===== src/rtl/swdma_pkg.sv =====
package swdma_pkg;

    localparam int unsigned TIM_W = 12;

    typedef enum logic [2:0] {
        ST_IDLE,
        ST_WAIT,
        ST_ACK,
        ST_STB,
        ST_HOLD,
        ST_RECOV
    } swdma_state_e;

    typedef struct packed {
        logic [TIM_W-1:0] strobe;
        logic [TIM_W-1:0] cycle;
        logic [TIM_W-1:0] hold;
    } swdma_tim_t;

    // Round a nanosecond minimum up to whole clocks, never below one.
    function automatic logic [TIM_W-1:0] ns_to_cyc(input int unsigned ns,
                                                   input int unsigned clk_ns);
        int unsigned c;
        c = (ns + clk_ns - 1) / clk_ns;
        if (c == 0) c = 1;
        return TIM_W'(c);
    endfunction

    // Per-mode strobe width, full word period and write data hold.
    function automatic swdma_tim_t mode_timing(input logic [1:0] mode,
                                               input int unsigned clk_ns);
        swdma_tim_t t;
        int unsigned s_ns, c_ns, h_ns;
        case (mode)
            2'd0:    begin s_ns = 480; c_ns = 960; h_ns = 50; end
            2'd1:    begin s_ns = 240; c_ns = 480; h_ns = 30; end
            default: begin s_ns = 120; c_ns = 240; h_ns = 20; end
        endcase
        t.strobe = ns_to_cyc(s_ns, clk_ns);
        t.cycle  = ns_to_cyc(c_ns, clk_ns);
        t.hold   = ns_to_cyc(h_ns, clk_ns);
        return t;
    endfunction

endpackage


===== src/rtl/swdma_sync.sv =====
module swdma_sync #(
    parameter int unsigned STAGES = 2
) (
    input  logic clk,
    input  logic rst,
    input  logic d,
    output logic q
);
    logic [STAGES-1:0] chain;

    always_ff @(posedge clk) begin
        if (rst) chain <= '0;
        else     chain <= {chain[STAGES-2:0], d};
    end

    assign q = chain[STAGES-1];
endmodule


===== src/rtl/swdma_downcnt.sv =====
module swdma_downcnt #(
    parameter int unsigned W = 12
) (
    input  logic         clk,
    input  logic         rst,
    input  logic         load,
    input  logic [W-1:0] load_val,
    output logic         zero
);
    logic [W-1:0] cnt;

    always_ff @(posedge clk) begin
        if (rst)              cnt <= '0;
        else if (load)        cnt <= load_val;
        else if (cnt != '0)   cnt <= cnt - W'(1);
    end

    assign zero = (cnt == '0);
endmodule


===== src/rtl/swdma_rxbuf.sv =====
module swdma_rxbuf #(
    parameter int unsigned W = 16
) (
    input  logic         clk,
    input  logic         rst,
    input  logic         capture,
    input  logic [W-1:0] din,
    input  logic         ready,
    output logic         valid,
    output logic [W-1:0] data
);
    always_ff @(posedge clk) begin
        if (rst) begin
            valid <= 1'b0;
            data  <= '0;
        end else if (capture) begin
            valid <= 1'b1;
            data  <= din;
        end else if (valid && ready) begin
            valid <= 1'b0;
        end
    end
endmodule


===== src/rtl/swdma_host.sv =====
module swdma_host
    import swdma_pkg::*;
#(
    parameter int unsigned CLK_NS      = 8,
    parameter int unsigned DW          = 16,
    parameter int unsigned CNT_W       = 16,
    parameter int unsigned SYNC_STAGES = 2
) (
    input  logic             clk,
    input  logic             rst,
    input  logic             xfer_start,
    input  logic             xfer_write,
    input  logic [1:0]       xfer_mode,
    input  logic [CNT_W-1:0] xfer_words,
    output logic             xfer_busy,
    output logic             xfer_done,
    input  logic             dev_req,
    output logic             dev_ack_n,
    output logic             dev_rd_n,
    output logic             dev_wr_n,
    input  logic [DW-1:0]    dev_dd_in,
    output logic [DW-1:0]    dev_dd_out,
    output logic             dev_dd_oe,
    output logic [DW-1:0]    rx_data,
    output logic             rx_valid,
    input  logic             rx_ready,
    input  logic [DW-1:0]    tx_data,
    input  logic             tx_valid,
    output logic             tx_ready
);

    swdma_state_e     state_q, state_d;
    swdma_tim_t       tim_q;
    logic             dir_q;
    logic             fresh_q;
    logic [CNT_W-1:0] cnt_q;
    logic [DW-1:0]    dd_q;
    logic             req_s;
    logic             go;
    logic             ph_load, ph_zero;
    logic [TIM_W-1:0] ph_val;
    logic             cyc_load, cyc_zero;
    logic             cap_rd, cnt_dec, done_d;
    logic             ack_n_q, rd_n_q, wr_n_q, oe_q, done_q;

    // Request crosses into the clock domain.
    swdma_sync #(.STAGES(SYNC_STAGES)) u_req_sync (
        .clk (clk),
        .rst (rst),
        .d   (dev_req),
        .q   (req_s)
    );

    // Time inside one phase (strobe, hold).
    swdma_downcnt #(.W(TIM_W)) u_phase (
        .clk      (clk),
        .rst      (rst),
        .load     (ph_load),
        .load_val (ph_val),
        .zero     (ph_zero)
    );

    // Full word period measured from the acknowledge.
    swdma_downcnt #(.W(TIM_W)) u_period (
        .clk      (clk),
        .rst      (rst),
        .load     (cyc_load),
        .load_val (tim_q.cycle - TIM_W'(1)),
        .zero     (cyc_zero)
    );

    // One-word holding register toward the read consumer.
    swdma_rxbuf #(.W(DW)) u_rxbuf (
        .clk     (clk),
        .rst     (rst),
        .capture (cap_rd),
        .din     (dev_dd_in),
        .ready   (rx_ready),
        .valid   (rx_valid),
        .data    (rx_data)
    );

    assign tx_ready = (state_q == ST_WAIT) && dir_q && req_s && fresh_q;
    assign go       = (state_q == ST_WAIT) && req_s && fresh_q &&
                      (dir_q ? tx_valid : !rx_valid);

    always_comb begin
        state_d  = state_q;
        ph_load  = 1'b0;
        ph_val   = '0;
        cyc_load = 1'b0;
        cap_rd   = 1'b0;
        cnt_dec  = 1'b0;
        done_d   = 1'b0;
        case (state_q)
            ST_IDLE: begin
                if (xfer_start) begin
                    if (xfer_words == '0) done_d  = 1'b1;
                    else                  state_d = ST_WAIT;
                end
            end
            ST_WAIT: begin
                if (go) begin
                    state_d  = ST_ACK;
                    cyc_load = 1'b1;
                end
            end
            ST_ACK: begin
                state_d = ST_STB;
                ph_load = 1'b1;
                ph_val  = tim_q.strobe - TIM_W'(1);
            end
            ST_STB: begin
                if (ph_zero) begin
                    state_d = ST_HOLD;
                    ph_load = 1'b1;
                    ph_val  = tim_q.hold - TIM_W'(1);
                    cap_rd  = !dir_q;
                    cnt_dec = 1'b1;
                end
            end
            ST_HOLD: begin
                if (ph_zero) state_d = ST_RECOV;
            end
            ST_RECOV: begin
                if (cyc_zero && fresh_q) begin
                    if (cnt_q == '0) begin
                        state_d = ST_IDLE;
                        done_d  = 1'b1;
                    end else begin
                        state_d = ST_WAIT;
                    end
                end
            end
            default: state_d = ST_IDLE;
        endcase
    end

    always_ff @(posedge clk) begin
        if (rst) begin
            state_q <= ST_IDLE;
            tim_q   <= '0;
            dir_q   <= 1'b0;
            cnt_q   <= '0;
            fresh_q <= 1'b0;
            dd_q    <= '0;
        end else begin
            state_q <= state_d;
            if (state_q == ST_IDLE && xfer_start) begin
                tim_q <= mode_timing(xfer_mode, CLK_NS);
                dir_q <= xfer_write;
                cnt_q <= xfer_words;
            end else if (cnt_dec) begin
                cnt_q <= cnt_q - CNT_W'(1);
            end
            if (go)          fresh_q <= 1'b0;
            else if (!req_s) fresh_q <= 1'b1;
            if (go && dir_q) dd_q <= tx_data;
        end
    end

    // Pin drivers registered from the next state: clean edges, one flop deep.
    always_ff @(posedge clk) begin
        if (rst) begin
            ack_n_q <= 1'b1;
            rd_n_q  <= 1'b1;
            wr_n_q  <= 1'b1;
            oe_q    <= 1'b0;
            done_q  <= 1'b0;
        end else begin
            ack_n_q <= !(state_d inside {ST_ACK, ST_STB, ST_HOLD});
            rd_n_q  <= !(state_d == ST_STB && !dir_q);
            wr_n_q  <= !(state_d == ST_STB && dir_q);
            oe_q    <= dir_q && (state_d inside {ST_ACK, ST_STB, ST_HOLD});
            done_q  <= done_d;
        end
    end

    assign dev_ack_n  = ack_n_q;
    assign dev_rd_n   = rd_n_q;
    assign dev_wr_n   = wr_n_q;
    assign dev_dd_oe  = oe_q;
    assign dev_dd_out = dd_q;
    assign xfer_done  = done_q;
    assign xfer_busy  = (state_q != ST_IDLE);

endmodule


===== config.mk =====
export PLATFORM = sky130hd
export DESIGN_NAME = swdma_host
export DESIGN_NICKNAME = d
export VERILOG_FILES = /design/src/rtl/swdma_pkg.sv /design/src/rtl/swdma_sync.sv /design/src/rtl/swdma_downcnt.sv /design/src/rtl/swdma_rxbuf.sv /design/src/rtl/swdma_host.sv
export SDC_FILE = /design/constraint.sdc
export NUM_CORES = 1
export LEC_CHECK = 0
export ABC_AREA = 0
export CAP_MARGIN = 20
export CORE_MARGIN = 8
export CORE_UTILIZATION = 53
export CTS_BUF_LIST = sky130_fd_sc_hd__clkbuf_2 sky130_fd_sc_hd__clkbuf_4 sky130_fd_sc_hd__clkbuf_8
export DETAILED_ROUTE_END_ITERATION = 8
export PLACE_DENSITY = 0.83
export SLEW_MARGIN = 40
export SYNTH_ARGS = -nofsm -noshare
export SYNTH_HDL_FRONTEND = slang
export SYNTH_SLANG_ARGS = --single-unit

===== constraint.sdc =====
create_clock -name clk -period 3.7 [get_ports clk]
set_clock_uncertainty 0.2 [all_clocks]
set_input_delay 0.37 -clock clk [delete_from_list [all_inputs] [get_ports clk]]
set_output_delay 0.37 -clock clk [all_outputs]
set_load 0.01 [all_outputs]

Word level (Yosys, flattened, before mapping)
Cells that the tools add are included.

Register bits after elaboration: 121. Bits in latches: 0. Bits in writable memories: 0. Bits in read-only memories: 0. Input port bits: 57. Output and inout port bits: 40. Word-level logic and storage cells: 118. Memories: 0.

$add $sub $neg: 12. Multiply operators: 0. Divide/modulo/power cells: 0. $lt $le $gt $ge: 0. Equal/unequal tests: 9. Shifts and indexed selects: 0. Multiplexer cells: 43. Bitwise gates (word level): 0. Reduce and logical (&&, ||, !) cells: 36.

Operators by type and width (number): two-way mux 32 bit (6); adder 32 x 4 -> 32 bit, second input constant (3); logical NOT 32 bit (3); two-way mux 12 bit (8); subtractor 32 x 1 -> 32 bit, second input constant (3); subtractor 12 x 1 -> 12 bit, second input constant (5); logical NOT 16 bit (2); two-way mux 16 bit (2); logical NOT 12 bit (2); case mux 12 bit (2 select lines) (1); nonzero test 12 bit (2); case mux 10 bit (2 select lines) (1); two-way mux 3 bit (6); case mux 3 bit (6 select lines) (1); case mux 9 bit (2 select lines) (1); subtractor 16 x 1 -> 16 bit, second input constant (1); two-way mux 1 bit (14); logical AND 1 bit (13); == test 3 x 2 -> 1 bit, second input constant (4); case mux 6 bit (2 select lines) (1); == test 3 bit, second input constant (3); nonzero test 2 bit (4); nonzero test 3 bit (2); logical NOT 1 bit (5); 6 further kinds (7).

Logic depth before layout (Yosys ltp)
Gate-level depths: netlist (run 1).

Depth after elaboration: 9. Gate-level depth with buffers: 14. Gate-level depth less buffers: 10.

Hierarchy
From an unflattened synthesis (run 1), not the netlist that was laid out.

Cell total of the unflattened synthesis: 570. Area, all modules: 4633.2 µm².

By module, submodules not included: swdma_host (times used 1, cells an instance 324, area an instance 2504.9 µm², sequential area each 1001.0 µm²); swdma_downcnt (times used 2, cells an instance 93, area an instance 729.4 µm², sequential area each 240.2 µm²); swdma_rxbuf (times used 1, cells an instance 56, area an instance 616.8 µm², sequential area each 340.3 µm²); swdma_sync (times used 1, cells an instance 4, area an instance 52.6 µm², sequential area each 40.0 µm²).

Least setup slack after synthesis (run 1)
Ideal clock, no wire load.

Kind: register to register. From: register state_q[1]. To: register u_period.cnt[10]. Setup time: 0.132 ns. Arrival: 2.751 ns. Required time: 3.368 ns. Setup slack: 0.617 ns. Stages on the path, launching flop included: 15. Buffers on the path: 4. Period minus slack after synthesis: 3.083 ns. Cells stage by stage: dfxtp_1 > clkbuf_1 > nor3b_1 > nand4_1 > clkbuf_1 > clkbuf_1 > nor2_1 > a21oi_1 > ha_1 > clkbuf_1 > nor3b_1 > o311ai_0 > nor3_1 > xnor2_1 > a21oi_1.

Word-level cells in the longest chain between the ends: 7. Elaborated cells between the ends (all ways): 8. Those cells by class: eq/ne (1); mux (3); reduce/logical (4).

Ends and longest elaborated chain: from (decl) (line swdma_host.sv:32) `swdma_state_e state_q, state_d;`; from (signal assigned) (line swdma_host.sv:148) `state_q <= state_d;`; == test 3 x 1 -> 1 bit (*) (line swdma_host.sv:84, swdma_host.sv:95); logical AND 1 bit (3 in a row) (line swdma_host.sv:84) `assign go = (state_q == ST_WAIT) && req_s && fresh_q &&`; two-way mux 1 bit (line swdma_host.sv:103) `if (go) begin`; two-way mux 1 bit (*) (line swdma_host.sv:95) `case (state_q)`; two-way mux 12 bit or nonzero test 2 bit (tied branches); to (signal assigned) (line swdma_downcnt.sv:14) `else if (load) cnt <= load_val;`; to (signal assigned) (line swdma_downcnt.sv:15) `else if (cnt != '0) cnt <= cnt - W'(1);`; to (decl) (line swdma_downcnt.sv:10) `logic [W-1:0] cnt;`.

Mark *: on every way between the ends. The rest lies on a longest branch, timed or not. A chain may end at the register's enable or synchronous reset.

Worst setup path after layout (run 1)
From: register u_phase.cnt[2]. To: register cnt_q[15].

Word-level cells in the longest chain between the ends: 4.

Ends and longest elaborated chain: from (decl) (line swdma_downcnt.sv:10); from (signal assigned) (line swdma_downcnt.sv:14); from (signal assigned) (line swdma_downcnt.sv:15); logical NOT 12 bit (line swdma_downcnt.sv:18) `assign zero = (cnt == '0);`; two-way mux 1 bit (line swdma_host.sv:114) `if (ph_zero) begin`; two-way mux 1 bit (line swdma_host.sv:95); nonzero test 2 bit (no source line); to (signal assigned) (line swdma_host.sv:152) `cnt_q <= xfer_words;`; to (signal assigned) (line swdma_host.sv:154) `cnt_q <= cnt_q - CNT_W'(1);`; to (decl) (line swdma_host.sv:36) `logic [CNT_W-1:0] cnt_q;`.

Every way passes these cells.

==> results.md, run 1 <==
Worst setup path:
- Of all nets on the critical path, the largest fanout is 16.
- The reg-to-reg setup timing slack is around 0.50 ns.
- Counting cells, the worst reg-to-reg path comes to 5.
- The worst reg2reg path startpoint is u_phase.cnt[2].
- The startpoint type of the worst setup path is a register.
- The capturing point of the worst reg2reg path is cnt_q[15].
- Data on the critical path arrives at its endpoint at between 3 and 4 ns.
- The data required time at the worst endpoint is 3.78 ns.
- The endpoint kind of the worst setup timing path is a register.
- The critical path in this run is classified as reg2reg.

Detailed routing:
- The remaining routing DRC violations is 0.
- The iteration-0 DRC count of the detailed router is 264.
- The number of nets with antenna violations after routing is 0.
- The routed via count is between 4,000 and 5,000.
- Wire segments on met2 add up to between 5000 and 6000 µm in the final route.
- In this run the top signal layer used is met4.
- Dividing the detail-routed wire length by the instance count gives 16.7 µm.
- The met1 wire length is slightly above 5000 µm.
- The routed design uses about 970 µm of met3 wire.
- The average vias per placed instance is between 5 and 6.
- The total routed wirelength is ~12,000 µm.
- The first detailed-routing pass took 5 iterations.

Timing:
- The worst hold slack is approximately 0.24 ns.
- In the final timing run, aggregate negative setup slack is 0 ns.
- In this run the tightest slew margin relative to its limit is about 44%.
- Setup violations remaining at the end of the flow were counted as 0.
- Timing would allow up to around 0.31 GHz.
- The total count of hold-check failures in the final report was 0.
- The count of final max-slew check failures is 0.
- The measured slew at the worst slew-check pin is around 0.83 ns.
- After layout, the minimum clock period comes to approximately 3.2 ns.
- Setup repair after global routing left no endpoint under its margin.
- The worst path uses ~87% of the clock period.

Clock tree:
- Clock latency on the worst-skew pair, taken at its later pin, is between 0.3 and 0.4 ns.
- The number of gates resized after CTS was 0.
- The cell chosen for the clock root is sky130_fd_sc_hd__clkbuf_8.
- The H-tree level count is 3.
- The CTS tree is built.
- The CTS buffer count is 9.
- The number of buffers on the longest clock path is 2.
- For this design, the sink count on the clock tree is 93.
- After clock tree synthesis, the flow added hold-fix buffers numbering 0.
- Once the clock tree was built, the setup fixing pass inserted 0 buffers.
- After clock tree synthesis, the clock-pin slew on the worst setup and hold paths is ~0.10 ns.

Place:
- The weighted congestion at the end of routability-driven global placement is 0.904.
- The placement-stage cell area is between 5000 and 6000 µm².
- The count of buffers added on input and output ports is 96.
- The HPWL after detailed placement is 9190 µm.

Global routing:
- The first-pass GRT wire length is approximately 20,000 µm.
- The via count of the first global-routing pass is about 4,100.
- The total congestion overflow is 0.
- The initial antenna violation count is 0.
- Entering global routing, the biggest net connects 30 pins.
- Across every metal layer, demand over resource in global routing totals 21.0%.

Pwr:
- The areal power density over the cells is about 500 nW/µm².
- After layout, the design draws a total of approximately 2.8 mW.
- Summed over all cells, the static leakage comes to 2.19 nW.
- The largest vdd supply drop is around 0.00023 V.

Synth:
- Among all flip-flop cells after synthesis, the most frequent one is sky130_fd_sc_hd__dfxtp_1.
- The count of distinct cell types in the synthesized netlist is 55.
- Counting flops with a built-in enable in the synthesized netlist gives 0.
- The async set-or-reset flop fraction in the synthesized netlist is 0%.
- The number of nets produced by synthesis is between 600 and 700.
- The mapped cell area is 4480 µm².
- The share of synthesized area occupied by flip-flops and latches is roughly two fifths.
- The total of flip-flops plus latches after synthesis is a little over 90.
- The warning count from the yosys run is 0.
- The number of cells produced by synthesis is 539.
- The mean area per synthesized cell is 8.31 µm².

Floorplan:
- The overall die area is 11,700 µm².
- The number of placed I/O pins is 97.
- The initial standard-cell utilization of the core is 54.5%.
- The height of the die is 108 µm.
- The region available for standard cell placement spans around 8000 µm².
- The cell row count is 33.
- The x dimension of the die is approximately 110 µm.

Cells and area:
- Fill cells in the final layout number 661.
- The synthesis-to-layout area growth is 27.2%.
- The number of diodes is 0.
- The fraction of final layout cells sized beyond drive strength 1 is 6.68%.
- The finished cells cover between 5000 and 6000 µm².
- Cells fill roughly 69% of the core in the end.
- After the last flow step, the layout net total stands at 692.

Hold path:
- The worst hold path belongs to the class in2reg.
- The end point of the most critical hold path is dev_dd_out[7].
- The beginning of the worst hold path is rst.
- The worst hold path cell count is 2.

Run:
- Across the run, the number of max-cap violations was 0.

Run status:
- The run finished with clean final reports.
## stage by stage
stage	cells	worst slack (ns)
floorplan	539	0.617
global placement	718	0.607
detailed placement	718	0.537
CTS	734	0.522
global route	734	0.439
finish	734	0.499
## sequential cells by signal, summed over array words and instances, names as in the netlist, 2 cells and up
name / count
u_req_sync.chain: 2
tim_q: 8
cnt_q: 16
state_q: 3
u_period.cnt: 12
dev_dd_out: 16
u_rxbuf.data: 16
u_phase.cnt: 12
## Yosys cell counts, drive strengths merged, types with 3 or more instances
master / count / area, µm²
dfxtp: 93 / 1860
nand2: 67 / 251
nor2: 56 / 210
a21oi: 52 / 260
clkbuf: 27 / 101
nor4: 19 / 119
mux2i: 18 / 180
inv: 16 / 60.1
xor2: 16 / 140
nor3: 14 / 70.1
nand2b: 12 / 75.1
a211oi: 11 / 82.6
ha: 11 / 138
or3: 11 / 68.8
o21ai: 9 / 45.0
a31oi: 8 / 50.1
or2: 8 / 50.1
nand3: 7 / 35.0
nor3b: 7 / 52.6
or4: 7 / 56.3
xnor2: 6 / 52.6
o211ai: 5 / 37.5
o21a: 5 / 37.5
a221oi: 4 / 35.0
buf: 4 / 28.8
nand4: 4 / 25.0
and2: 3 / 18.8
and3: 3 / 18.8
mux2: 3 / 33.8
nor2b: 3 / 18.8
o311ai: 3 / 26.3
## layout by cell type (no fill, tap or decap), drive strengths merged, types with 12 or more instances in the layout
| cell | instances |
|---|---|
| nor4 | 19 |
| xor2 | 16 |
| clkdlybuf4s50 | 95 |
| nor2 | 56 |
| dfxtp | 93 |
| nand2 | 67 |
| nand2b | 12 |
| nor3 | 14 |
| mux2i | 18 |
| inv | 18 |
| a21oi | 52 |
## worst max-delay path by stage
stage / startpoint / to / cells after the start
2_1_floorplan: state_q[1] / u_period.cnt[10] / 14
3_3_place_gp: u_phase.cnt[2] / cnt_q[15] / 5
3_5_place_dp: u_phase.cnt[2] / cnt_q[15] / 5
4_1_cts: u_phase.cnt[2] / cnt_q[15] / 5
5_1_grt: u_phase.cnt[2] / cnt_q[15] / 5
6_report: u_phase.cnt[2] / cnt_q[15] / 5
## metal layers
metal | vias up | track usage, %
li1 | 2096 | -
met1 | 1995 | 25.5
met2 | 155 | 33.5
met3 | 31 | 6.42
met4 | 0 | 9.61
met5 | - | 0
## final cells by class
type / count / area [µm²] / area share (%)
clock buffer: 10 / 131 / 2.31
clock inverter: 6 / 47.5 / 0.834
inverter: 16 / 60.1 / 1.05
multi-input combinational: 399 / 2440 / 42.9
sequential: 93 / 1860 / 32.7
tap: 105 / 131 / 2.31
timing repair buffer: 105 / 1020 / 18.0
## power by group
part	switching, mW	internal (mW)	total, mW	leakage, nW
Clock	0.376	0.257	0.632	0.0790
Sequential	0.129	1.12	1.25	0.759
Combinational	0.499	0.422	0.921	1.36
## cells by family (layout without fill, tap and decap cells)
| family | count (synthesis) | count (layout) | synth area share [%] |
|---|---|---|---|
| DFF | 93 | 93 | 41.6 |
| xor gates and xnor gates | 22 | 22 | 4.30 |
| buffers and inverters | 47 | 137 | 4.24 |
| AOI/OAI and AO/OA | 116 | 116 | 16.5 |
| and+or+nand+nor | 229 | 229 | 25.5 |
| adders and majority gates | 11 | 11 | 3.07 |
| muxes | 21 | 21 | 4.78 |
## worst max-delay path, cell delays in order, from the launching register on
cell and delay, ns:
sky130_fd_sc_hd__dfxtp_1 0.35, sky130_fd_sc_hd__or4_1 0.69, sky130_fd_sc_hd__or4_4 0.68, sky130_fd_sc_hd__or4_1 0.67
sky130_fd_sc_hd__or3_1 0.36, sky130_fd_sc_hd__a31oi_1 0.17
(Power assumes the default switching activity.)
==> inputs of run 2 (changes only) <==
CORE_MARGIN = 3   (was 8)
==> run 2 against run 1 <==
Against the previous run:
- register-to-register slack better by 0.02 ns
- highest routed layer unchanged
- sequential cell count did not move
- die area fell by 18%
- clock power decreased by 3%
==> results.md, run 2 (synthesis gave the netlist of run 1 again) <==
Clock tree:
- The H-tree level count is 3 (unchanged).
- The total of cells resized after clock tree synthesis is 0 (unchanged).
- The CTS buffer count was 9 (unchanged).
- The number of setup buffers added after CTS is 0 (unchanged).
- The total number of clock tree sinks is 93 (unchanged).
- The number of buffers on the longest clock path is 2 (unchanged).
- The clock insertion delay at the later pin of the skew report was 0.36 ns (about the same).
- The cell chosen for the clock root is sky130_fd_sc_hd__clkbuf_8.
- The number of hold-repair buffers added at the cts stage is 0 (unchanged).
- The clock slew at the register clock pins of the worst setup and hold paths came to 0.09 ns (about the same).
- TritonCTS built the clock tree.

Detailed routing:
- The average vias per placed instance is 5.82 (-0.20%).
- The average wire length per cell after detail routing was 16.6 µm (-0.73%).
- The routed via count is 4,257 (-0.47%).
- The total iterations of the first detailed-routing run is 5 (unchanged).
- The remaining routing DRC violations is 0 (unchanged).
- The number of nets with antenna violations after routing is 0 (unchanged).
- The total routed wirelength was 12,100 µm (-1.0%).
- The iteration-0 DRC count of the detailed router is 233 (-12%).

Cells and area:
- The number of diodes is 0 (unchanged).
- The area occupied by registers is 1860 µm² (unchanged).
- The final-stage net count is 693 (+0.14%).
- The area occupied by multi-input gates came to 2450 µm² (+0.10%).
- The number of fill cells in the layout is 603 (-8.8%).
- The synthesis-to-layout area growth is 27.3% (about the same).
- In the layout the commonest cells are 95 x sky130_fd_sc_hd__clkdlybuf4s50_1, 93 x sky130_fd_sc_hd__dfxtp_1, 66 x sky130_fd_sc_hd__nand2_1.
- Leaving out fill and tap cells, the most frequent cell in the layout is sky130_fd_sc_hd__clkdlybuf4s50_1.
- The fraction of final layout cells sized beyond drive strength 1 came to 6.98% (+0.31 points).

Timing:
- The total count of hold-check failures in the final report is 0 (unchanged).
- The timing-limited maximum frequency came to 0.315 GHz (+0.72%).
- The final period utilization was 85.9% (-0.62 points).
- The count of final max-slew check failures is 0 (unchanged).
- The measured slew at the worst slew-check pin was 0.838 ns (+0.00441 ns).
- The worst-case headroom to the max-slew limit is 44.0% (-0.23 points).
- The post-route minimum period is 3.18 ns (-0.0230 ns).
- The final setup violation count is 0 (unchanged).
- Setup repair after global routing left no endpoint under its margin.
- The total negative slack for setup checks is 0 ns (unchanged).

Pwr:
- The part of the power in combinational logic is 33.0% (about the same).
- The switching power summed over all nets is 985 µW (-1.8%).
- The largest vdd supply drop is 0.000296 V (+29%).
- The areal power density over the cells is 488 nW/µm² (-0.63%).
- The cell leakage power is 2.20 nW (+0.47%).
- The sum of internal, switching and leakage power is 2.78 mW (-0.56%).
- The cell-internal power is 1.80 mW (+0.13%).
- The share of total power in the clock network is 22.2% (-0.4 points).
- The sequential cell fraction of total power is 44.9% (+0.4 points).
- The fraction of power spent switching nets is 35.4% (-0.44 points).

Global routing:
- The via count of the first global-routing pass is 4,142 (+0.31%).
- The global-route total usage across every layer is 25.0% (+4.0 points).
- The initial antenna violation count is 0 (unchanged).
- The maximum number of pins on one net before global-route repair is 34 (+13%).
- The first-pass GRT wire length is 20,000 µm (+0.66%).
- The total congestion overflow is 0 (unchanged).

Run:
- The total of max-cap violations is 0 (unchanged).

Worst setup path:
- STA classifies the critical path endpoint as a register.
- The kind of critical path is reg2reg.
- The data required time at the worst endpoint came to 3.78 ns (about the same).
- The data arrival time of the worst path came to 3.26 ns (-0.03 ns).
- The startpoint type of the worst setup path is a register.
- The largest fanout on the critical path is 16 (unchanged).

Hold path:
- The path category of the worst min-delay check is in2reg.

Floorplan:
- The initial standard-cell utilization of the core is 56.2% (+1.7 points).
- The cell row count came to 32 (-3.0%).
- The area of the core region is 7970 µm² (-3.0%).
- The number of placed I/O pins is 97 (unchanged).
- The height of the die is 97.9 µm (-9.3%).
- The x dimension of the die came to 97.9 µm (-9.3%).
- The overall die area is 9590 µm² (-18%).

Place:
- The HPWL after detailed placement came to 8900 µm (-3.1%).
- The number of buffer cells added on primary ports was 96 (unchanged).
- The weighted congestion at the end of routability-driven global placement came to 0.914 (+1.1%).

Run status:
- The run finished with clean final reports.
## run 2: critical path: stages, from the launching register on
cell                      delay [ns]
sky130_fd_sc_hd__dfxtp_1        0.35
sky130_fd_sc_hd__or4_1          0.68
sky130_fd_sc_hd__or4_4          0.69
sky130_fd_sc_hd__or4_1          0.68
sky130_fd_sc_hd__or3_1          0.35
sky130_fd_sc_hd__a31oi_1        0.16
## run 2: worst paths after layout
path	depth (start not counted)	to	slack, ns	startpoint
max	5	cnt_q[15]	0.52	u_phase.cnt[2]
min	2	dev_dd_out[9]	0.24	rst
max reg2reg	5	cnt_q[15]	0.52	u_phase.cnt[2]
min reg2reg	1	u_req_sync.chain[1]	0.25	u_req_sync.chain[0]
## run 2: cell type report
| type | instances | area share [%] |
|---|---|---|
| clock buffers | 11 | 2.44 |
| clock inverters | 5 | 0.658 |
| inverters | 16 | 1.05 |
| multi-input cells | 399 | 42.9 |
| flip-flops and latches | 93 | 32.6 |
| well taps | 102 | 2.24 |
| repair buffers | 106 | 18.1 |
## run 2: metal layers
layer | vias to the layer above | wire length, µm | GRT usage [%]
li1 | 2089 | - | -
met1 | 1998 | 5060 | 31.5
met2 | 153 | 5990 | 42.2
met3 | 17 | 914 | 7.36
met4 | 0 | 156 | 6.07
met5 | - | 0 | 0
## run 2: per-stage QoR
| step | area [µm²] | instances | hold WS [ns] | setup WS [ns] | utilization (%) |
|---|---|---|---|---|---|
| 5_1_grt | 5700 | 732 | 0.227 | 0.427 | 71.6 |
| 3_3_place_gp | 5520 | 716 | 0.225 | 0.613 | 69.3 |
| 3_5_place_dp | 5520 | 716 | 0.228 | 0.563 | 69.3 |
| 4_1_cts | 5700 | 732 | 0.225 | 0.551 | 71.5 |
| 6_report | 5700 | 732 | 0.236 | 0.522 | 71.6 |
| 2_1_floorplan | 4480 | 539 | 0.214 | 0.617 | - |
## run 2: power by group through the flow
stage	clock network (mW)	registers [mW]	logic, mW
finish	0.616	1.25	0.917
global route	0.672	1.27	1.03
CTS	0.628	1.24	0.910
detailed placement	0	1.27	0.901
global placement	0	1.26	0.878
floorplan	0	1.23	0.692
==> inputs of run 3 (changes only) <==
CORE_UTILIZATION = 48   (was 53)
PLACE_DENSITY = 0.79   (was 0.83)
clock period = 2.7 ns   (was 3.7 ns; I/O delays follow)
==> run 3 against run 2 <==
Against the previous run:
- critical path depth unchanged
- sequential share of layout area down 1.3 points
- non-clock buffer count up 21
- sequential cell count unchanged
- routed wire length up 1.6%
- fmax up 18%
- critical path type unchanged
- largest cell class unchanged
==> results.md, run 3 (synthesis gave the netlist of run 1 again) <==
Worst setup path:
- The endpoint kind of the worst setup timing path is a register.
- The startpoint type of the worst setup path is a register.
- The kind of critical path is reg2reg.
- The largest fanout on the critical path is 6 (-10).
- The data arrival time of the worst path is 2.78 ns (-0.48 ns).
- The data required time at the worst endpoint came to 2.79 ns (-0.99 ns).
- The startpoint identified for the worst register-to-register timing path is u_phase.cnt[10].
- The endpoint of the worst setup timing path is cnt_q[15].
- The worst setup path startpoint is u_phase.cnt[10].
- The worst reg2reg path depth is 5 (unchanged).
- The endpoint identified for the worst register-to-register timing path is cnt_q[15].
- The reg-to-reg setup timing slack is 0.02 ns (-0.51 ns).

Pwr:
- The switching power summed over all nets was 1.45 mW (+47%).
- The part of the power in combinational logic is 34.1% (+1.1 points).
- The largest vdd supply drop is 0.000343 V (+16%).
- The share of total power in the clock network is 24.5% (+2.3 points).
- The areal power density over the cells came to 692 nW/µm² (+42%).
- The cell-internal power came to 2.67 mW (+49%).
- The sum of internal, switching and leakage power is 4.12 mW (+48%).
- The sequential cell fraction of total power is 41.4% (-3.5 points).
- The fraction of power spent switching nets was 35.2% (-0.24 points).
- The cell leakage power came to 2.35 nW (+6.5%).

Timing:
- The total negative slack for setup checks came to 0 ns (unchanged).
- The measured slew at the worst slew-check pin is 0.535 ns (-0.302 ns).
- The final period utilization is 99.4% (+14 points).
- The worst-case headroom to the max-slew limit came to 64.0% (+20 points).
- Setup repair after global routing could not meet its margin everywhere.
- The timing-limited maximum frequency was 0.373 GHz (+18%).
- The count of final max-slew check failures is 0 (unchanged).
- The post-route minimum period was 2.68 ns (-0.494 ns).
- The total count of hold-check failures in the final report is 0 (unchanged).
- The final setup violation count came to 0 (unchanged).

Detailed routing:
- The average vias per placed instance is 5.72 (-1.6%).
- The remaining routing DRC violations is 0 (unchanged).
- The total iterations of the first detailed-routing run is 5 (unchanged).
- The routed via count is 4,344 (+2.0%).
- The iteration-0 DRC count of the detailed router is 181 (-22%).
- The total routed wirelength is 12,300 µm (+1.6%).
- The average wire length per cell after detail routing is 16.2 µm (-2.0%).
- The number of nets with antenna violations after routing is 0 (unchanged).

Floorplan:
- The initial standard-cell utilization of the core was 50.4% (-5.8 points).
- The x dimension of the die is 103 µm (+4.8%).
- The number of placed I/O pins is 97 (unchanged).
- The height of the die came to 103 µm (+4.8%).
- The cell row count came to 34 (+6.3%).
- The overall die area came to 10,500 µm² (+9.8%).
- The area of the core region came to 8890 µm² (+12%).

Cells and area:
- The final-stage net count is 714 (+3.0%).
- The post-layout instance area came to 5950 µm² (+4.4%).
- Relative to the synthesized area, the layout overhead comes to 32.9%.
- The fraction of final layout cells sized beyond drive strength 1 is 11.8% (+4.8 points).
- In the layout the commonest cells are 95 x sky130_fd_sc_hd__clkdlybuf4s50_1, 88 x sky130_fd_sc_hd__dfxtp_1, 66 x sky130_fd_sc_hd__nand2_1.
- The final design utilization is 67.0% (-4.6 points).
- The leading cell type in the layout, fill and taps excluded is sky130_fd_sc_hd__clkdlybuf4s50_1.
- The number of non-filler instances in the completed layout was 759 (+3.7%).
- The number of diodes is 0 (unchanged).

Clock tree:
- The H-tree level count is 3 (unchanged).
- The number of buffers on the longest clock path is 2 (unchanged).
- The clock slew at the register clock pins of the worst setup and hold paths is 0.09 ns (about the same).
- The cell chosen for the clock root is sky130_fd_sc_hd__clkbuf_8.
- The CTS tree is built.
- The total number of clock tree sinks is 93 (unchanged).
- The clock insertion delay at the later pin of the skew report came to 0.37 ns (about the same).
- The CTS buffer count came to 9 (unchanged).

Place:
- The HPWL after detailed placement is 9210 µm (+3.5%).
- The placement-stage cell area is 5690 µm² (+3.1%).
- The weighted congestion at the end of routability-driven global placement is 0.959 (+4.9%).
- The cell count after placement is 742 (+3.6%).
- The number of buffer cells added on primary ports is 96 (unchanged).

Run status:
- The run finished with clean final reports.

Global routing:
- The via count of the first global-routing pass came to 4,440 (+7.2%).
- The total congestion overflow is 0 (unchanged).
- The first-pass GRT wire length came to 20,600 µm (+2.9%).
- The maximum number of pins on one net before global-route repair came to 35 (+2.9%).
- The global-route total usage across every layer is 24.3% (-0.70 points).
- The initial antenna violation count came to 0 (unchanged).

Hold path:
- The path category of the worst min-delay check is in2reg.

Run:
- The total of max-cap violations is 0 (unchanged).
==> run 3: cell count changes in the layout (fill, tap and decap cells not counted), sizes merged <==
cell      delta
inv          +4
clkinv       -3
clkbuf       -1
clkinvlp     -1
buf         +21
bufinv       +1
==> run 3: cell type report <==
class / count / area [µm²]
Clock buffer: 10 / 138
Clock inverter: 6 / 75.1
Fill cell: 705 / 2940
Inverter: 16 / 60.1
Multi-Input combinational cell: 399 / 2480
Sequential cell: 93 / 1870
Tap cell: 108 / 135
Timing Repair Buffer: 127 / 1200
==> run 3: worst min path at each step <==
stage                             start                   to  slack, ns  cells past startpoint
CTS                                 rst            tim_q[29]       0.03                      2
global route                        rst            tim_q[29]       0.04                      2
detailed placement  u_req_sync.chain[0]  u_req_sync.chain[1]       0.22                      1
finish                              rst            tim_q[29]       0.04                      2
global placement    u_req_sync.chain[0]  u_req_sync.chain[1]       0.22                      1
floorplan                       dev_req  u_req_sync.chain[0]       0.20                      1
==> run 3: stage by stage <==
step	setup slack (ns)	hold WS (ns)
global route	-0.0517	0.0413
floorplan	-0.166	0.198
detailed placement	0.0200	0.224
CTS	0.00245	0.0270
global placement	0.0424	0.220
finish	0.0159	0.0383
==> run 3: routing by layer <==
metal	track usage [%]	vias to the layer above	share of wire, %
met4	6.96	0	1.7
met1	29.6	2064	43
li1	-	2131	-
met5	0	-	0
met3	7.51	20	6.8
met2	41.5	129	49
==> run 3: power groups by stage <==
stage	Combinational (mW)	Sequential (mW)	Clock, mW
floorplan	0.980	1.69	0
global placement	1.30	1.71	0
detailed placement	1.35	1.72	0
CTS	1.37	1.69	1.03
global route	1.57	1.73	1.08
finish	1.41	1.70	1.01
==> run 3: what timing repair did <==
item,CTS,global route
hold buffers,0,0
setup buffers,0,1
setup endpoints to repair,0,24
gates resized for setup,0,11
==> run 3: critical path, stage by stage (launching register included) <==
cell and delay [ns]:
sky130_fd_sc_hd__dfxtp_2 0.33, sky130_fd_sc_hd__or4bb_1 0.53, sky130_fd_sc_hd__or4_4 0.58, sky130_fd_sc_hd__or4_4 0.53, sky130_fd_sc_hd__or3_1 0.32, sky130_fd_sc_hd__a31oi_1 0.13
